[src/rtl/code_cmp_pkg.sv]
package code_cmp_pkg;

  localparam int SEG_W = 7;

  // Segment glyphs, bit order {g,f,e,d,c,b,a}, active low
  localparam logic [SEG_W-1:0] GLYPH_ZERO  = 7'h40;
  localparam logic [SEG_W-1:0] GLYPH_ONE   = 7'h79;
  localparam logic [SEG_W-1:0] GLYPH_EQUAL = 7'h06;
  localparam logic [SEG_W-1:0] GLYPH_DIFF  = 7'h2B;
  localparam logic [SEG_W-1:0] GLYPH_BLANK = 7'h7F;

  // Strobes from control to datapath
  typedef struct packed {
    logic capture;  // shift dataBit into the entry register
    logic clear;    // hold finished: drop the entry
    logic show;     // result is on display
  } ctrl_t;

endpackage

[src/rtl/code_cmp_ctrl.sv]
module code_cmp_ctrl
  import code_cmp_pkg::*;
#(
  parameter int CODE_BITS   = 5,
  parameter int HOLD_CYCLES = 5000
) (
  input  logic  clk,
  input  logic  rst,
  input  logic  trigIn,
  output ctrl_t strobe
);

  localparam int CNT_W  = $clog2(CODE_BITS);
  localparam int HOLD_W = $clog2(HOLD_CYCLES + 1);

  typedef enum logic {ST_COLLECT, ST_HOLD} state_t;

  state_t            state;
  logic              trigPrev;
  logic              trigRise;
  logic [CNT_W-1:0]  bitCount;
  logic [HOLD_W-1:0] holdCnt;
  logic              lastBit;
  logic              holdDone;

  assign trigRise = trigIn & ~trigPrev;
  assign lastBit  = (bitCount == CNT_W'(CODE_BITS - 1));
  assign holdDone = (holdCnt == HOLD_W'(HOLD_CYCLES - 1));

  always_comb begin
    strobe.capture = (state == ST_COLLECT) && trigRise;
    strobe.clear   = (state == ST_HOLD) && holdDone;
    strobe.show    = (state == ST_HOLD);
  end

  always_ff @(posedge clk) begin
    if (rst) begin
      trigPrev <= 1'b0;
      state    <= ST_COLLECT;
      bitCount <= '0;
      holdCnt  <= '0;
    end else begin
      trigPrev <= trigIn;
      case (state)
        ST_COLLECT: begin
          if (trigRise) begin
            if (lastBit) begin
              bitCount <= '0;
              holdCnt  <= '0;
              state    <= ST_HOLD;
            end else begin
              bitCount <= bitCount + 1'b1;
            end
          end
        end
        ST_HOLD: begin
          if (holdDone) begin
            holdCnt <= '0;
            state   <= ST_COLLECT;
          end else begin
            holdCnt <= holdCnt + 1'b1;
          end
        end
        default: state <= ST_COLLECT;
      endcase
    end
  end

  AST_BITCOUNT_RANGE: assert property (@(posedge clk) disable iff (rst)
    bitCount < CNT_W'(CODE_BITS));

  AST_HOLD_RANGE: assert property (@(posedge clk) disable iff (rst)
    holdCnt < HOLD_W'(HOLD_CYCLES));

  AST_NO_CAPTURE_IN_HOLD: assert property (@(posedge clk) disable iff (rst)
    strobe.show |-> !strobe.capture);

  AST_FIFTH_STARTS_HOLD: assert property (@(posedge clk) disable iff (rst)
    (strobe.capture && lastBit) |=> strobe.show);

  AST_ONE_PER_PRESS: assert property (@(posedge clk) disable iff (rst)
    strobe.capture |=> !strobe.capture);

endmodule

[src/rtl/code_cmp_datapath.sv]
module code_cmp_datapath
  import code_cmp_pkg::*;
#(
  parameter int                   CODE_BITS   = 5,
  parameter logic [CODE_BITS-1:0] STORED_CODE = 5'b11001
) (
  input  logic                   clk,
  input  logic                   rst,
  input  logic                   dataBit,
  input  ctrl_t                  strobe,
  output logic [CODE_BITS+1:0]   digitSel,
  output logic [SEG_W-1:0]       seg
);

  localparam int NUM_DIGITS = CODE_BITS + 2;
  localparam int SCAN_W     = $clog2(NUM_DIGITS);
  localparam int RESULT_IDX = CODE_BITS;
  localparam int LAST_IDX   = NUM_DIGITS - 1;

  logic [CODE_BITS-1:0] entryReg;
  logic [SCAN_W-1:0]    scanIdx;
  logic                 isMatch;
  logic [SEG_W-1:0]     digitGlyph [NUM_DIGITS];

  assign isMatch = (entryReg == STORED_CODE);

  // The first bit entered sits in the MSB and lands on digit 1
  for (genvar d = 0; d < CODE_BITS; d++) begin : g_bitDigit
    assign digitGlyph[d] = entryReg[CODE_BITS-1-d] ? GLYPH_ONE : GLYPH_ZERO;
  end
  assign digitGlyph[RESULT_IDX] = isMatch ? GLYPH_EQUAL : GLYPH_DIFF;
  assign digitGlyph[LAST_IDX]   = GLYPH_BLANK;

  always_ff @(posedge clk) begin
    if (rst || strobe.clear) begin
      entryReg <= '0;
    end else if (strobe.capture) begin
      entryReg <= {entryReg[CODE_BITS-2:0], dataBit};
    end
  end

  always_ff @(posedge clk) begin
    if (rst || !strobe.show) begin
      scanIdx <= '0;
    end else if (scanIdx == SCAN_W'(LAST_IDX)) begin
      scanIdx <= '0;
    end else begin
      scanIdx <= scanIdx + 1'b1;
    end
  end

  always_comb begin
    if (strobe.show) begin
      digitSel = ~(NUM_DIGITS'(1) << scanIdx);
      seg      = digitGlyph[scanIdx];
    end else begin
      digitSel = '1;
      seg      = GLYPH_BLANK;
    end
  end

  AST_DARK_WHEN_IDLE: assert property (@(posedge clk) disable iff (rst)
    !strobe.show |-> (digitSel == '1 && seg == GLYPH_BLANK));

  AST_ONE_DIGIT_LIT: assert property (@(posedge clk) disable iff (rst)
    strobe.show |-> ($countones(~digitSel) == 1));

  AST_SCAN_STEPS: assert property (@(posedge clk) disable iff (rst)
    (strobe.show && scanIdx != SCAN_W'(LAST_IDX)) |=>
      (!strobe.show || scanIdx == $past(scanIdx) + 1'b1));

  AST_LAST_DIGIT_BLANK: assert property (@(posedge clk) disable iff (rst)
    !digitSel[LAST_IDX] |-> seg == GLYPH_BLANK);

  AST_HOLD_KEEPS_ENTRY: assert property (@(posedge clk) disable iff (rst)
    (strobe.show && $past(strobe.show)) |-> $stable(entryReg));

endmodule

[src/rtl/code_cmp_top.sv]
module code_cmp_top
  import code_cmp_pkg::*;
#(
  parameter int                   CODE_BITS   = 5,
  parameter logic [CODE_BITS-1:0] STORED_CODE = 5'b11001,
  parameter int                   HOLD_CYCLES = 5000
) (
  input  logic                 clk,
  input  logic                 rst,
  input  logic                 dataBit,
  input  logic                 trigger,
  output logic [CODE_BITS+1:0] digitSel,
  output logic [SEG_W-1:0]     seg
);

  ctrl_t strobe;

  code_cmp_ctrl #(
    .CODE_BITS   (CODE_BITS),
    .HOLD_CYCLES (HOLD_CYCLES)
  ) u_ctrl (
    .clk    (clk),
    .rst    (rst),
    .trigIn (trigger),
    .strobe (strobe)
  );

  code_cmp_datapath #(
    .CODE_BITS   (CODE_BITS),
    .STORED_CODE (STORED_CODE)
  ) u_datapath (
    .clk      (clk),
    .rst      (rst),
    .dataBit  (dataBit),
    .strobe   (strobe),
    .digitSel (digitSel),
    .seg      (seg)
  );

endmodule

[config.mk]
export PLATFORM = sky130hd
export DESIGN_NAME = code_cmp_top
export DESIGN_NICKNAME = d
export VERILOG_FILES = /design/src/rtl/code_cmp_pkg.sv /design/src/rtl/code_cmp_ctrl.sv /design/src/rtl/code_cmp_datapath.sv /design/src/rtl/code_cmp_top.sv
export SDC_FILE = /design/constraint.sdc
export NUM_CORES = 1
export LEC_CHECK = 0
export ABC_AREA = 1
export BUFFER_PORTS_ARGS = -buffer_cell sky130_fd_sc_hd__clkbuf_2
export CORE_MARGIN = 2
export CORE_UTILIZATION = 50
export DETAILED_ROUTE_END_ITERATION = 10
export PLACE_DENSITY = 0.73
export SLEW_MARGIN = 0
export SYNTH_ARGS = -nofsm -noshare
export SYNTH_HDL_FRONTEND = slang
export SYNTH_SLANG_ARGS = --single-unit
[constraint.sdc]
create_clock -name clk -period 1.4 [get_ports clk]
set_clock_uncertainty 0.1 [all_clocks]
set_input_delay 0.07 -clock clk [delete_from_list [all_inputs] [get_ports clk]]
set_output_delay 0.07 -clock clk [all_outputs]
set_load 0.01 [all_outputs]
Yosys cells after proc, flatten, opt, wreduce, memory -nomap -nowiden:

Cells that the tools add are included.

* add/subtract/negate cells: 3
* order comparisons: 1
* equality and inequality tests: 6
* shift operators: 1
* mux-type cells: 20
* bitwise gates (word level): 5
* reductions and logical operators: 8

Operators by type and width (count)
* 13-bit 2-to-1 mux: 3
* 6-bit 2-to-1 mux: 6
* 7-bit 2-to-1 mux: 4
* 13-bit one-hot mux with 2 select lines: 1
* 7-bit binary-select mux with 3-bit select: 1
* 13-bit by 1-bit adder with 13-bit output, second input constant: 1
* 13-bit equality test, second input constant: 1
* 7-bit inverter: 1
* 1-bit by 3-bit left shift with 7-bit output, first input constant: 1
* 3-bit by 1-bit adder with 3-bit output, second input constant: 2
* 3-bit equality test, second input constant: 2
* 5-bit equality test, second input constant: 1
* 4-bit greater-or-equal comparator, second input constant: 1
* 2-bit by 1-bit inequality test with 1-bit output, second input constant: 2
* 3-bit inverter with 4-bit output: 1
* 2-bit AND reduction: 2
* 1-bit 2-to-1 mux: 3
* 3-bit 2-to-1 mux: 1
* 1-bit logical AND: 2
* 1-bit logical OR: 2
* 1-bit inverter: 2
* 1-bit one-hot mux with 2 select lines: 1
* 2-bit OR reduction: 1
* 1-bit bitwise AND: 1
* 1-bit logical NOT: 1

* bits in registers: 26
* output and inout bits: 14

Longest topological paths before layout:

Gate-level depths: netlist (run 1).

* depth in word-level cells: 6
* gate-level depth with buffers: 9
* gate-level depth less buffers: 9

By module:

From an unflattened synthesis (run 1), not the netlist that was laid out.

* cells, all modules: 228
* area, all modules: 1561.5 um^2

Modules (own cells, without submodules)
* code_cmp_ctrl: instances 1, cells each 150, area each 1052.3 um^2, sequential area each 360.3 um^2
* code_cmp_datapath: instances 1, cells each 78, area each 509.2 um^2, sequential area each 160.2 um^2

Worst setup path after synthesis (run 1):

Ideal clock, no wire load.

* path kind: reg2out
* start: register u_datapath.scanIdx[0]
* end: output port seg[3]
* data arrival time: 1.185 ns
* slack: 0.045 ns
* cell stages (with the launch flop): 7
* buffers on the path: 1
* cell sequence: dfxtp_1 > inv_1 > o21ai_0 > o211ai_1 > nand2_1 > nand3_1 > buf_4

* cells in the longest elaborated chain, start to end: 5

RTL lines
* start: declaration: line code_cmp_datapath.sv:21 `logic [SCAN_W-1:0] scanIdx;`
* start signal: assignment: line code_cmp_datapath.sv:48 `scanIdx <= scanIdx + 1'b1;`
* 3-bit inverter with 4-bit output (not written as such): line code_cmp_datapath.sv:55 `seg = digitGlyph[scanIdx];`
* 7-bit binary-select mux with 3-bit select: line code_cmp_datapath.sv:55
* 7-bit 2-to-1 mux (not written as such) (2 in a row): line code_cmp_datapath.sv:55
* 7-bit 2-to-1 mux: line code_cmp_datapath.sv:53 `if (strobe.show) begin`
* end: declaration: line code_cmp_top.sv:13 `output logic [SEG_W-1:0] seg`

Every way passes these cells. The select of a mux whose other input is x is not followed.

Final worst setup path (run 1):

* start: register u_datapath.entryReg[2]
* end: output port seg[2]

* cells in the longest elaborated chain, start to end: 6

RTL lines
* start: declaration: line code_cmp_datapath.sv:20 `logic [CODE_BITS-1:0] entryReg;`
* start signal: assignment: line code_cmp_datapath.sv:38 `entryReg <= {entryReg[CODE_BITS-2:0], dataBit};`
* 5-bit equality test: line code_cmp_datapath.sv:25 `assign isMatch = (entryReg == STORED_CODE);`
* 6-bit 2-to-1 mux: line code_cmp_datapath.sv:31 `assign digitGlyph[RESULT_IDX] = isMatch ? GLYPH_EQUAL : GLYPH_DIFF;`
* 7-bit binary-select mux with 3-bit select: line code_cmp_datapath.sv:55
* 7-bit 2-to-1 mux (not written as such) (2 in a row): line code_cmp_datapath.sv:55
* 7-bit 2-to-1 mux: line code_cmp_datapath.sv:53

Every way passes these cells. The select of a mux whose other input is x is not followed.

==> summary.md, run 1 <==
| Metric | Value |
|---|---|
| Worst Setup Start Kind | flip-flop |
| CTS tree | done |
| Critical Path Sink | seg[2] |
| Syn nets | 230 |
| Sequential power share | 53.8% |
| Sw power | 0.308 mW |
| Fin crit period | 1.59 ns |
| Worst-path cell chain | nor3_2 -> nand3_1 -> a21oi_1 -> or2_2 -> clkbuf_2 |
| RSZ-0062 raised after global routing | yes |
| Worst slew pin tran | 0.317 ns |
| Synth Cell Area | 1480 um2 |
| Synth warnings | 0 |
| Area grow syn2layout | 45.4% |
| Clock share of power | 36.9% |
| Crit path DAT | 1.42 ns |
| Number of global-route vias before repair | 1373 |
| Hold crit path type | reg2reg |
| Chip width | 58.5 um |
| Max_cap viols | 0 |
| Comb pwr share | 9.3% |
| Grt ovf | 0 |
| DRC violations left | 0 |
| Register area share after synthesis | 35.1% |
| Cell variety after synth | 27 |
| Synth Instances | 218 |
| All-layer global routing usage | 23.0% |
| Sink Count | 26 |
| Clk Latency, worst-skew pair | 0.32 ns |
| # setup viols final | 17 |
| Drt initial violations | 94 |
| R2R depth | 7 |
| Final #Nets | 274 |
| #FFs+latches synth | 26 |
| Fillcell total | 176 |
| DR WL/cell | 14.8 um |
| Setup TNS | -1.34 ns |
| TritonRoute pass-1 iters | 4 |
| Leak Pwr | 0.831 nW |
| Initial Util | 53.4% |
| Peak VDD IR | 0.549 mV |
| Setup crit start | u_datapath.entryReg[2] |
| Slew HR | 78.9% |
| PortBufs | 17 |
| H-Tree Depth | 1 |
| Ant diodes | 0 |
| Failing checks | setup timing |
| Final wirelength | 4310 um |
| Slowest stage delay, CP | 0.45 ns |
| Crit end category | output pin |
| Largest net degree at the start of global routing | 18 |
| Routed vias | 1658 |
| Crit path kind | reg2out |
| Die height | 58.5 um |
| Outcome | complete, but fails checks |
| Die Area | 3420 um2 |
| Pwr/cell area | 650 nW/um2 |
| Synthesized area per cell | 6.81 um2 |
| Hold Vio Cnt, Final | 0 |
| R2R Path End | u_ctrl.holdCnt[9] |
| Worst-case clock buffer depth | 2 |
| Core region area | 2780 um2 |
| Root buf cell | clkbuf_4 |
| Hold Slack | 0.408 ns |
| Reg-to-reg startpoint | u_ctrl.holdCnt[2] |
| Dpl hpwl | 2250 um |
| Fin. max-slew vios | 0 |
| WP data required | 1.23 ns |
| Cts bufs inserted | 3 |
| Clk slew on worst S/H paths | 0.14 ns |
| First-pass GRT wire length | 6130 um |
| Setup slack after layout | -0.191 ns |
| Max frequency | 628 MHz |
| # rows | 19 |
| CP max stage cell | dfxtp_1 |
| Final ANT Viol Nets | 0 |
| Tcrit/Tclk final | 114% |
| Initial antenna violation count | 0 |
| CP max FO | 4 |
| Internal | 1.09 mW |
| # IOs | 18 |
| Gpl congestion | 0.848 |
| Reg2Reg Setup Slack | -0.04 ns |
| Layout cells sized above 1 | 46.0% |
| Via density per instance | 5.68 |
| Sw frac | 22.0% |
-- stage by stage --
| stage | cell area, um2 | power (mW) | instances | utilization [%] | setup slack [ns] |
|---|---|---|---|---|---|
| 5_1_grt | 2160 | 1.45 | 292 | 77.6 | -0.255 |
| 4_1_cts | 1940 | 1.39 | 286 | 69.7 | -0.176 |
| 3_3_place_gp | 1650 | 0.843 | 271 | 59.5 | -0.162 |
| 6_report | 2160 | 1.40 | 292 | 77.6 | -0.191 |
| 2_1_floorplan | 1480 | 0.817 | 218 | - | 0.0450 |
| 3_5_place_dp | 1650 | 0.844 | 271 | 59.5 | -0.210 |
-- per-layer routing --
layer / wire, um / global-route usage, %
met4: 104 / 9.30
met3: 204 / 3.52
met2: 2230 / 40.1
met1: 1770 / 28.1
met5: 0 / 0
-- flip-flops by register name (all words and copies together), names as in the netlist --
name and count:
u_ctrl.holdCnt 13, u_ctrl.bitCount 3, u_ctrl.trigPrev 1, u_datapath.entryReg 5, u_ctrl.state 1, u_datapath.scanIdx 3
-- logic make-up after synthesis --
group	synth area share, %
AND/OR/NAND/NOR	34.1
buffers and inverters	8.77
adder cells (fa/ha/maj)	6.75
AO/OA/AOI/OAI	15.3
flip-flops	35.1
-- power by group through the flow --
| stage | Clock (mW) | Combinational (mW) | Sequential (mW) |
|---|---|---|---|
| finish | 0.518 | 0.130 | 0.754 |
| global placement | 0 | 0.0696 | 0.774 |
| CTS | 0.529 | 0.104 | 0.757 |
| floorplan | 0 | 0.0445 | 0.772 |
| global route | 0.555 | 0.141 | 0.755 |
| detailed placement | 0 | 0.0702 | 0.774 |
-- repair_timing --
action	in CTS	in global routing
setup buffers	7	6
gates resized for setup	38	61
endpoints found under the setup margin	33	34
cloned	1	0
endpoints found under the hold margin	9	0
hold buffers	3	0
pin swaps	12	14
-- synthesized netlist by cell type (all sizes together) --
master	instances	area share, %
o211ai	2	1.0
clkbuf	1	0.25
nor3	3	1.0
nand2	62	16
a211oi	1	0.51
buf	5	2.2
o21ai	11	4.2
o211a	1	0.67
nand4	2	0.84
or2	2	0.84
nor2	22	6.6
inv	25	6.3
o21a	1	0.51
dfxtp	26	35
ha	8	6.7
nand3	23	8.4
a21oi	22	7.7
o21bai	1	0.76
-- worst min path at each step --
| stage | start | endpoint | slack, ns | cells after the start |
|---|---|---|---|---|
| after floorplan | rst | u_ctrl.bitCount[2] | 0.05 | 1 |
| after global placement | dataBit | u_datapath.entryReg[0] | 0.21 | 3 |
| after detailed placement | dataBit | u_datapath.entryReg[0] | 0.21 | 3 |
| after CTS | u_datapath.entryReg[4] | u_datapath.entryReg[4] | 0.38 | 2 |
| after global routing | u_ctrl.holdCnt[4] | u_ctrl.holdCnt[4] | 0.42 | 2 |
| final | u_datapath.entryReg[4] | u_datapath.entryReg[4] | 0.41 | 2 |
-- critical path, delay by kind of cell (launching register included) --
family / cells / cell delay, ns
AND/OR/NAND/NOR: 3 / 0.44
flip-flops: 1 / 0.45
AO/OA/AOI/OAI: 1 / 0.07
buffers and inverters: 1 / 0.13
-- final cells by class --
class                   count  area [um2]  share of cell area, %
multi-input cells         161        1060                   49.3
flip-flops and latches     26         551                   25.5
repair buffers             45         357                   16.5
inverters                  25        96.3                   4.46
well taps                  31        38.8                   1.80
clock inverters             1        30.0                   1.39
clock buffers               3        22.5                   1.04
-- cells in the final DEF (no fill, tap or decap), types with 5 or more instances in the layout --
master	count
inv_2	7
inv_1	17
nor2_1	11
buf_2	7
clkbuf_2	10
nand2_1	51
a21oi_2	9
nand3_1	19
nand2_2	5
a21oi_1	13
buf_4	19
dfxtp_2	12
dfxtp_1	10
nor2_4	7
nand2_4	6
No activity file was read; power rests on OpenSTA's default activity.
==> inputs of run 2 (changes only) <==
--- a/config.mk
+++ b/config.mk
@@ -8,9 +8,9 @@
 export ABC_AREA = 1
 export BUFFER_PORTS_ARGS = -buffer_cell sky130_fd_sc_hd__clkbuf_2
 export CORE_MARGIN = 2
-export CORE_UTILIZATION = 50
+export CORE_UTILIZATION = 51
 export DETAILED_ROUTE_END_ITERATION = 10
-export PLACE_DENSITY = 0.73
+export PLACE_DENSITY = 0.74
 export SLEW_MARGIN = 0
 export SYNTH_ARGS = -nofsm -noshare
 export SYNTH_HDL_FRONTEND = slang
==> run 2 against run 1 <==
The flow still finishes with violations (setup timing). Global-route usage fell by 0.76 points. Setup slack got worse by 0.045 ns. Sequential power barely moved. Via count fell by 1.1%. Non-clock buffer count rose by 1. Routed wire length fell by 2.6%. Final cell count rose by 0.34%. Count of clock-buffer cells in the layout did not move. Final area fell by 2.0%. Utilization fell by 0.87 points. Sequential cell count did not move. Die area fell by 1.8%.
==> summary.md, run 2 (synthesized netlist as in run 1, its figures left out) <==
| Metric | Value |
|---|---|
| Outcome | complete, but fails checks (unchanged) |
| Failing checks | setup timing (unchanged) |
| Via density per instance | 5.59 (was 5.68) |
| Chip width | 57.9 um (was 58.5 um) |
| Commonest non-fill, non-tap cell in the layout | nand2_1 (unchanged) |
| Worst Setup Start Kind | flip-flop (unchanged) |
| Hold Slack | 0.398 ns (was 0.408 ns) |
| DRC violations left | 0 (unchanged) |
| Final #Nets | 275 (was 274) |
| Hold path cells | 2 (unchanged) |
| Area grow syn2layout | 42.6% (was 45.4%) |
| Hold Vio Cnt, Final | 0 (unchanged) |
| # IOs | 18 (unchanged) |
| Hold crit path type | reg2reg (unchanged) |
| Initial Util | 53.8% (was 53.4%) |
| Grt ovf | 0 (unchanged) |
| # rows | 19 (unchanged) |
| Max frequency | 611 MHz (was 628 MHz) |
| Largest net degree at the start of global routing | 19 (was 18) |
| Core region area | 2760 um2 (was 2780 um2) |
| Root buf cell | clkbuf_4 (unchanged) |
| Clk slew on worst S/H paths | 0.15 ns (was 0.14 ns) |
| Sink Count | 26 (unchanged) |
| Number of global-route vias before repair | 1410 (was 1373) |
| Clk Latency, worst-skew pair | 0.34 ns (was 0.32 ns) |
| Gpl congestion | 0.873 (was 0.848) |
| Ant diodes | 0 (unchanged) |
| WP data required | 1.23 ns (about the same) |
| DR WL/cell | 14.3 um (was 14.8 um) |
| Pwr/cell area | 662 nW/um2 (was 650 nW/um2) |
| # setup viols final | 13 (was 17) |
| RSZ-0062 raised after global routing | yes (unchanged) |
| Most frequent cells in the layout | nand2_1 (52), buf_4 (20), inv_1 (18), a21oi_1 (18), nand3_1 (16) (was nand2_1 (51), nand3_1 (19), buf_4 (19)) |
| Final ANT Viol Nets | 0 (unchanged) |
| Hold path start | u_ctrl.bitCount[1] (was u_datapath.entryReg[4]) |
| Initial antenna violation count | 0 (unchanged) |
| Sw frac | 22.5% (was 22.0%) |
| Max reg flops | 13 (unchanged) |
| Crit path DAT | 1.47 ns (was 1.42 ns) |
| Internal | 1.09 mW (about the same) |
| CTS tree | done (unchanged) |
| Dpl cells | 272 (was 271) |
| First-pass GRT wire length | 5840 um (was 6130 um) |
| Hold worst-path end | u_ctrl.bitCount[1] (was u_datapath.entryReg[4]) |
| Reg-to-reg startpoint | u_ctrl.holdCnt[0] (was u_ctrl.holdCnt[2]) |
| Drt initial violations | 117 (was 94) |
| Fin crit period | 1.64 ns (was 1.59 ns) |
| Reg2Reg Setup Slack | -0.06 ns (was -0.04 ns) |
| Dpl hpwl | 2290 um (was 2250 um) |
| Reg with most FFs | u_ctrl.holdCnt (unchanged) |
| Pwr Total | 1.40 mW (about the same) |
| Sequential power share | 53.9% (was 53.8%) |
| Design Area, Final | 2120 um2 (was 2160 um2) |
| Peak VDD IR | 0.819 mV (was 0.549 mV) |
| H-Tree Depth | 1 (unchanged) |
| Placed Area | 1660 um2 (was 1650 um2) |
| Comb pwr share | 7.8% (was 9.3%) |
| Fin. max-slew vios | 0 (unchanged) |
| Leak Pwr | 0.828 nW (was 0.831 nW) |
| Setup slack after layout | -0.237 ns (was -0.191 ns) |
| Worst-case clock buffer depth | 2 (unchanged) |
| PortBufs | 17 (unchanged) |
| Post-route insts no fill | 293 (was 292) |
| Sw power | 0.315 mW (was 0.308 mW) |
| Final wirelength | 4200 um (was 4310 um) |
| Clock share of power | 38.2% (was 36.9%) |
| Top flop regs | u_ctrl.holdCnt (13), u_datapath.entryReg (5) (unchanged) |
| Max_cap viols | 0 (unchanged) |
| TritonRoute pass-1 iters | 4 (unchanged) |
| Slew HR | 77.4% (was 78.9%) |
| Worst slew pin tran | 0.338 ns (was 0.317 ns) |
| Crit path kind | reg2out (unchanged) |
| Crit end category | output pin (unchanged) |
| All-layer global routing usage | 22.2% (was 23.0%) |
| Die height | 57.9 um (was 58.5 um) |
| CP max FO | 6 (was 4) |
| R2R Path End | u_ctrl.holdCnt[6] (was u_ctrl.holdCnt[9]) |
| Routed vias | 1639 (was 1658) |
| R2R depth | 7 (unchanged) |
| Cts bufs inserted | 3 (unchanged) |
| Die Area | 3360 um2 (was 3420 um2) |
| Layout cells sized above 1 | 43.9% (was 46.0%) |
| Tcrit/Tclk final | 117% (was 114%) |
run 2: cell types whose count changed in the layout (fill, tap and decap cells not counted), sizes merged:
cell,before,now
clkbuf,14,10
buf,31,36
run 2: repair_timing:
item	4_1_cts	5_1_grt
pin swaps	5	13
setup buffers	4	9
hold buffers	3	0
resized for setup	31	63
setup endpoints to repair	24	31
cloned	0	1
hold endpoints to repair	10	0
run 2: worst max-delay path by stage:
stage | start | endpoint | slack, ns | depth (start not counted)
finish | u_datapath.scanIdx[1] | digitSel[3] | -0.24 | 6
global route | u_datapath.scanIdx[1] | digitSel[3] | -0.30 | 6
CTS | u_datapath.scanIdx[0] | seg[4] | -0.17 | 6
detailed placement | u_ctrl.bitCount[0] | u_ctrl.holdCnt[0] | -0.06 | 8
global placement | u_ctrl.bitCount[0] | u_ctrl.holdCnt[0] | -0.03 | 8
floorplan | u_datapath.scanIdx[0] | seg[3] | 0.05 | 6
run 2: layout make-up:
class | instances | area, um2
clock buffer | 3 | 22.5
clock inverter | 1 | 30.0
fill | 176 | 642
inverter | 25 | 93.8
multi-input combinational | 161 | 1020
sequential | 26 | 548
tap | 31 | 38.8
timing repair buffer | 46 | 360
run 2: through the flow:
step,setup WS [ns],setup TNS [ns],utilization [%]
after global placement,-0.0293,-0.0419,60.3
after detailed placement,-0.0578,-0.145,60.3
after CTS,-0.174,-1.21,67.1
final,-0.237,-1.79,76.7
after floorplan,0.0450,0,-
after global routing,-0.303,-3.97,76.7
run 2: power groups by stage:
stage,Sequential (mW),Combinational [mW],Clock [mW]
floorplan,0.772,0.0445,0
global placement,0.774,0.0704,0
detailed placement,0.774,0.0720,0
CTS,0.758,0.0936,0.530
global route,0.757,0.123,0.562
finish,0.756,0.110,0.536
run 2: metal layers:
layer / GRT usage, % / part of all wire (%) / up-vias
met5: 0 / 0 / -
met4: 8.97 / 2.6 / 0
met3: 3.79 / 6.7 / 15
met2: 37.8 / 51 / 84
met1: 27.8 / 39 / 745
li1: - / - / 795
run 2: worst max-delay path, cell delays in order (launching register included):
cell	delay (ns)
dfxtp_4	0.40
buf_4	0.14
buf_6	0.11
ha_2	0.16
ha_2	0.16
nand2_1	0.04
buf_2	0.12
